$ cat config.mk
export PLATFORM = sky130hd
export DESIGN_NAME = fevt_bank
export DESIGN_NICKNAME = d
export VERILOG_FILES = /design/src/rtl/fevt_pkg.sv /design/src/rtl/fevt_latch.sv /design/src/rtl/fevt_out.sv /design/src/rtl/fevt_rdmux.sv /design/src/rtl/fevt_bank.sv
export SDC_FILE = /design/constraint.sdc
export NUM_CORES = 1
export LEC_CHECK = 0
export BUFFER_PORTS_ARGS = -buffer_cell sky130_fd_sc_hd__buf_4
export CORE_MARGIN = 10
export CORE_UTILIZATION = 30
export DETAILED_ROUTE_END_ITERATION = 10
export GPL_TIMING_DRIVEN = 0
export PLACE_DENSITY = 0.79
export SLEW_MARGIN = 10
export SYNTH_ARGS = -nofsm -noshare
export SYNTH_HDL_FRONTEND = slang
export SYNTH_SLANG_ARGS = --single-unit
$ cat constraint.sdc
create_clock -name clk -period 0.85 [get_ports clk]
set_input_delay 0.1275 -clock clk [delete_from_list [all_inputs] [get_ports clk]]
set_output_delay 0.1275 -clock clk [all_outputs]
set_load 0.01 [all_outputs]
$ cat src/rtl/fevt_pkg.sv
package fevt_pkg;
  // Bit positions decoded by neighbours and software
  localparam int WAKE_BIT = 4;
  localparam int WKUP_BIT = 14;
  localparam int INTR_BIT = 15;

  // Word indices
  localparam int OFS_EVT = 0;
  localparam int OFS_MSK = 1;
  localparam int OFS_PRS = 2;
  localparam int OFS_FRC = 3;

  // Sticky bit with write-one-to-clear; a set in the same cycle wins.
  function automatic logic w1c_next(logic cur, logic set, logic clr);
    return set | (cur & ~clr);
  endfunction

  // Wake gate needs the event and both mask bits.
  function automatic logic wake_gate(logic evt, logic msk_lo, logic msk_hi);
    return evt & msk_lo & msk_hi;
  endfunction

  // Interrupt gate: event and mask.
  function automatic logic intr_gate(logic evt, logic msk);
    return evt & msk;
  endfunction
endpackage

$ cat src/rtl/fevt_latch.sv
module fevt_latch (
  input  logic clk,
  input  logic rst_n,
  input  logic set_i,
  input  logic clr_i,
  output logic q_o
);
  import fevt_pkg::*;

  always_ff @(posedge clk or negedge rst_n) begin
    if (!rst_n) q_o <= 1'b0;
    else        q_o <= w1c_next(q_o, set_i, clr_i);
  end
endmodule

$ cat src/rtl/fevt_out.sv
module fevt_out (
  input  logic clk,
  input  logic rst_n,
  input  logic wake_evt,
  input  logic wake_msk_lo,
  input  logic wake_msk_hi,
  input  logic irq_evt,
  input  logic irq_msk,
  output logic sys_chg_o,
  output logic irq_n_o
);
  import fevt_pkg::*;

  always_ff @(posedge clk or negedge rst_n) begin
    if (!rst_n) begin
      sys_chg_o <= 1'b0;
      irq_n_o   <= 1'b1;
    end else begin
      sys_chg_o <= wake_gate(wake_evt, wake_msk_lo, wake_msk_hi);
      irq_n_o   <= ~intr_gate(irq_evt, irq_msk);
    end
  end
endmodule

$ cat src/rtl/fevt_rdmux.sv
module fevt_rdmux #(
  parameter int DATA_W = 32,
  parameter int ADDR_W = 2
) (
  input  logic [ADDR_W-1:0] addr,
  input  logic              evt_wake,
  input  logic              evt_irq,
  input  logic              msk_wake,
  input  logic              msk_wkup,
  input  logic              msk_irq,
  input  logic              live_wake,
  input  logic              live_irq,
  output logic [DATA_W-1:0] rdata
);
  import fevt_pkg::*;

  always_comb begin
    rdata = '0;
    if (addr == ADDR_W'(OFS_EVT)) begin
      rdata[WAKE_BIT] = evt_wake;
      rdata[INTR_BIT] = evt_irq;
    end else if (addr == ADDR_W'(OFS_MSK)) begin
      rdata[WAKE_BIT] = msk_wake;
      rdata[WKUP_BIT] = msk_wkup;
      rdata[INTR_BIT] = msk_irq;
    end else if (addr == ADDR_W'(OFS_PRS)) begin
      rdata[WAKE_BIT] = live_wake;
      rdata[INTR_BIT] = live_irq;
    end
  end
endmodule

$ cat src/rtl/fevt_bank.sv
module fevt_bank #(
  parameter bit BANK_EN = 1'b1,
  parameter int DATA_W  = 32,
  parameter int ADDR_W  = 2
) (
  input  logic              clk,
  input  logic              rst_n,
  input  logic              wr_en,
  input  logic [ADDR_W-1:0] addr,
  input  logic [DATA_W-1:0] wdata,
  output logic [DATA_W-1:0] rdata,
  input  logic              wake_req,
  input  logic              irq_req,
  input  logic              pm_en,
  output logic              sys_chg,
  output logic              card_irq_n
);
  import fevt_pkg::*;

  localparam int NUM_EVT = 2;

  // Named internal events, visible to the bound checker
  logic wr_evt, wr_msk, wr_frc;
  logic evt_wake_q, evt_irq_q;
  logic pm_q, irq_msk_q;
  logic unused_wdata;

  assign unused_wdata = ^wdata;

  generate
    if (BANK_EN) begin : g_on
      logic [NUM_EVT-1:0] set_v, clr_v, q_v;
      int unsigned        bit_pos [NUM_EVT];

      assign bit_pos[0] = WAKE_BIT;
      assign bit_pos[1] = INTR_BIT;

      assign wr_evt = wr_en && (addr == ADDR_W'(OFS_EVT));
      assign wr_msk = wr_en && (addr == ADDR_W'(OFS_MSK));
      assign wr_frc = wr_en && (addr == ADDR_W'(OFS_FRC));

      assign set_v[0] = wake_req | (wr_frc & wdata[WAKE_BIT]);
      assign set_v[1] = irq_req  | (wr_frc & wdata[INTR_BIT]);

      for (genvar i = 0; i < NUM_EVT; i++) begin : g_evt
        assign clr_v[i] = wr_evt & wdata[bit_pos[i]];
        fevt_latch u_latch (
          .clk   (clk),
          .rst_n (rst_n),
          .set_i (set_v[i]),
          .clr_i (clr_v[i]),
          .q_o   (q_v[i])
        );
      end

      assign evt_wake_q = q_v[0];
      assign evt_irq_q  = q_v[1];

      always_ff @(posedge clk or negedge rst_n) begin
        if (!rst_n) begin
          pm_q      <= 1'b0;
          irq_msk_q <= 1'b0;
        end else begin
          pm_q <= pm_en;
          if (wr_msk) irq_msk_q <= wdata[INTR_BIT];
        end
      end

      fevt_out u_out (
        .clk         (clk),
        .rst_n       (rst_n),
        .wake_evt    (evt_wake_q),
        .wake_msk_lo (pm_q),
        .wake_msk_hi (pm_q),
        .irq_evt     (evt_irq_q),
        .irq_msk     (irq_msk_q),
        .sys_chg_o   (sys_chg),
        .irq_n_o     (card_irq_n)
      );

      fevt_rdmux #(.DATA_W(DATA_W), .ADDR_W(ADDR_W)) u_rd (
        .addr      (addr),
        .evt_wake  (evt_wake_q),
        .evt_irq   (evt_irq_q),
        .msk_wake  (pm_q),
        .msk_wkup  (pm_q),
        .msk_irq   (irq_msk_q),
        .live_wake (wake_req),
        .live_irq  (irq_req),
        .rdata     (rdata)
      );
    end else begin : g_off
      assign wr_evt     = 1'b0;
      assign wr_msk     = 1'b0;
      assign wr_frc     = 1'b0;
      assign evt_wake_q = 1'b0;
      assign evt_irq_q  = 1'b0;
      assign pm_q       = 1'b0;
      assign irq_msk_q  = 1'b0;
      assign rdata      = '0;
      assign sys_chg    = 1'b0;
      assign card_irq_n = 1'b1;
    end
  endgenerate
endmodule

* After elaboration in Yosys (flattened, before gate mapping) *
Cells that the tools add are included.

storage, ports and cells
  register bits after elaboration = 6
  word-level logic and storage cells = 37
  bits of input ports = 40
  output and inout port bits = 34

operators by class
  eq/ne operators = 3
  muxes and demuxes = 8
  bitwise gates (word level) = 16
  reduce and logical (&&, ||, !) cells = 4

operators with widths
  kind                  number
  $and A1 B1 Y1         9
  $mux W1               8
  $eq A2 B2 Y1 const B  2
  $or A1 B1 Y1          4
  $logic_and A1 B1 Y1   3
  $not A1 Y1            3
  $eq A2 B1 Y1 const B  1
  $logic_not A2 Y1      1

* Longest topological paths before layout *
  depth in word-level cells = 6
  mapped depth = 3
  depth with buffers taken out = 2

* By module *
From an unflattened synthesis, not the netlist that was laid out.

second synthesis, totals
  cell total of the unflattened synthesis = 54
  area, all modules = 525.5 um^2

by module, submodules not included
  module      cells an instance  seq. area each (um^2)  times used  area an instance (um^2)
  fevt_rdmux  36                 0.0                    1           274.0
  fevt_bank   8                  50.0                   1           117.6
  fevt_latch  3                  25.0                   2           36.3
  fevt_out    4                  51.3                   1           61.3

* Least setup slack after synthesis *
No wires, ideal clock.

  kind = register to output
  start = reg irq_msk_q
  end = out rdata[15]
  stages on the path, launching flop included = 3
  required time = 722 ps
  slack = 90 ps
  buffers on the path = 0
  data arrival time = 632 ps
  path through = dfrtp_1 -> mux2i_1 -> o2bb2ai_1

on the way
  cells in the longest elaborated chain, start to end = 2

RTL lines
  what                    RTL line          text
  start, declared         fevt_bank.sv:25   logic pm_q, irq_msk_q;
  start signal, assigned  fevt_bank.sv:65   if (wr_msk) irq_msk_q <= wdata[INTR_BIT];
  $mux W1                 fevt_rdmux.sv:22  end else if (addr == ADDR_W'(OFS_MSK)) begin
  $mux W1                 fevt_rdmux.sv:19  if (addr == ADDR_W'(OFS_EVT)) begin
  end, declared           fevt_bank.sv:11   output logic [DATA_W-1:0] rdata,

Every way passes these cells.

* Final worst setup path *
Ends and elaborated chain as after synthesis.

==> impl_metrics.json <==
{
  "status": "finished with violations",
  "violations": "setup timing",
  "dr.pass1.iters": 3,
  "wl_per_cell_um": 10.5,
  "p_per_area_mw_per_mm2": 1160,
  "pwr-share-comb": 0.358,
  "avgSynthCellArea_um2": 10.2,
  "cp.arrival_ps": 1010,
  "layout_min_cycle_time_ps": 1140,
  "max_freq_mhz": 881,
  "crit_required_ps": 720,
  "final_hold_viol_count": 0,
  "antennaDiodeCount": 0,
  "ioPinCount": 74,
  "hp-class": "in2reg",
  "slowest_stage": "dfrtp_1",
  "grt_overflow": 0,
  "h-tree-depth": 1,
  "die_area_mm2": 0.00389,
  "dieHeight_um": 62.4,
  "post-route-period-util": 1.34,
  "core-area_mm2": 0.00171,
  "ys_warn_count": 0,
  "grt_pass1_vias": 445,
  "num_vias": 398,
  "syn_inst": 53,
  "drc": 0,
  "cts_tree": "built",
  "drv_slew": 0,
  "drtAntennaViolNets": 0,
  "finalSetupViolCount": 5,
  "startpoint_type": "flip-flop",
  "synth.distinct_cells": 17,
  "max-vdd-ir-drop_mv": 0.365,
  "setup_ws_ps": -286,
  "final_common_cell": "buf_4",
  "mostFrequentLayoutCells": "39 x buf_4, 29 x conb_1, 5 x dfrtp_1",
  "fin_area_um2": 831,
  "mappedNetlistArea_um2": 539,
  "cts.clk_slew.worst_paths_ps": 50,
  "vias_per_cell": 3.18,
  "rsz0062_at_grt": "yes",
  "place_inst": 119,
  "io_buffer_count": 13,
  "cts-root-buf": "clkbuf_4",
  "cp_max_fo": 3,
  "initial_utilization": 0.316,
  "grt_max_degree": 10,
  "setup_tns_ps": -912,
  "fp.dieW_um": 62.4,
  "p_int_uw": 695,
  "synth-seq-area-share": 0.281,
  "cts_buffer_depth": 2,
  "cts_made_buffers": 3,
  "seq_power_share": 0.351,
  "whs_ps": 86.4,
  "finalClockSkew_ps": 0.124,
  "final_cells": 125,
  "p_clk_frac": 0.291,
  "globalplace.congestion": 0.616,
  "grt_pass1_wl_um": 2090,
  "nets": 141,
  "routed_wl_um": 1310,
  "end_kind": "output pin",
  "place_area_um2": 773,
  "max_stage_delay_ps": 390,
  "p_leak_uw": 0.000493,
  "path_cells": "mux2i_1 -> o2bb2ai_1 -> buf_4",
  "area_growth_pct": 54.1,
  "swShare": 0.278,
  "drtIter0Drc": 3,
  "drive_above_1_share": 0.500,
  "track_usage": 0.0672,
  "cts_sinks": 6,
  "p_switching_uw": 268,
  "power.total_uw": 963,
  "antenna_found_initial": 0,
  "maxCapViolations": 0,
  "place_hpwl_um": 1180,
  "ys_ff_latch": 6,
  "insertion_delay_ps": 240,
  "rows": 15,
  "nFillCells": 166,
  "crit_type": "reg2out"
}
-- cell type report --
type | count | area (um2) | share of cell area
buffer | 30 | 229 | 0.276
multi-input combinational | 45 | 264 | 0.318
sequential | 6 | 151 | 0.182
clock buffer | 4 | 26.3 | 0.0316
tap | 25 | 31.3 | 0.0377
timing repair buffer | 15 | 129 | 0.155
-- cells in the mapped netlist --
library cell / count / share of area
and3b_1: 1 / 0.016
buf_4: 29 / 0.40
nor4bb_1: 1 / 0.019
conb_1: 1 / 0.0070
and2_1: 1 / 0.012
and4bb_1: 1 / 0.023
dfstp_2: 1 / 0.049
a41oi_1: 2 / 0.032
o2bb2ai_1: 2 / 0.032
buf_6: 1 / 0.021
nand2_1: 1 / 0.0070
o21bai_1: 2 / 0.028
mux2_4: 1 / 0.028
nor2b_2: 1 / 0.016
dfrtp_1: 5 / 0.23
nand3b_4: 1 / 0.037
mux2i_1: 2 / 0.037
-- logic make-up (layout without fill, tap and decap cells) --
group,Yosys count,in the layout,share of synthesized area
buffers and inverters,30,49,0.425
and+or+nand+nor,7,7,0.130
AOI/OAI and AO/OA,6,6,0.0928
DFF,6,6,0.281
muxes,3,3,0.0650
other,1,29,0.00695
-- critical path: cells and delay by family (launching register included) --
kind                   cells  cell delay (ps)
AOI/OAI and AO/OA          1               80
buffers and inverters      1              140
DFF                        1              390
muxes                      1              150
-- flip-flops by register name, summed over array words and instances, names as in the netlist --
name                    flops
g_on.g_evt.u_latch.q_o      2
g_on.u_out.irq_n_o          1
g_on.u_out.sys_chg_o        1
irq_msk_q                   1
pm_q                        1
-- worst paths after layout --
kind	start	to	slack, ps	cells after the start
setup / recovery	irq_msk_q$_DFFE_PN0P_	rdata[15]	-290	3
max in group asynchronous	rst_n	g_on.u_out.irq_n_o$_DFF_PN1_	420	2
hold reg to reg	g_on.g_evt[1].u_latch.q_o$_DFF_PN0_	g_on.u_out.irq_n_o$_DFF_PN1_	430	1
hold / removal	wake_req	g_on.g_evt[0].u_latch.q_o$_DFF_PN0_	90	2
setup reg to reg	irq_msk_q$_DFFE_PN0P_	irq_msk_q$_DFFE_PN0P_	80	1
min in group asynchronous	rst_n	pm_q$_DFF_PN0_	220	2
-- power groups by stage --
stage	Clock [uW]	Combinational [uW]	Sequential [uW]
after global routing	316	379	343
after CTS	298	337	338
final	281	344	338
after global placement	0	315	337
after floorplan	0	223	343
after detailed placement	0	322	339
-- repair_timing --
action	4_1_cts	5_1_grt
resized for setup	3	0
setup buffers	0	0
pin swaps	3	0
endpoints found under the setup margin	5	5
hold buffers	2	0
endpoints found under the hold margin	7	0
cloned	0	0
-- metal layers --
layer	vias to the layer above	track usage	part of all wire
li1	214	-	-
met1	163	0.0497	0.32
met2	21	0.124	0.56
met3	0	0.0484	0.12
met4	0	0.0335	0
met5	-	0	0
-- metrics by stage --
| stage | worst slack [ps] | utilization |
|---|---|---|
| after floorplan | 90.4 | - |
| after global placement | -10.5 | 0.453 |
| after detailed placement | -55.0 | 0.453 |
| after CTS | -307 | 0.486 |
| after global routing | -384 | 0.486 |
| final | -286 | 0.486 |
Power figures use the tool's default switching activity.
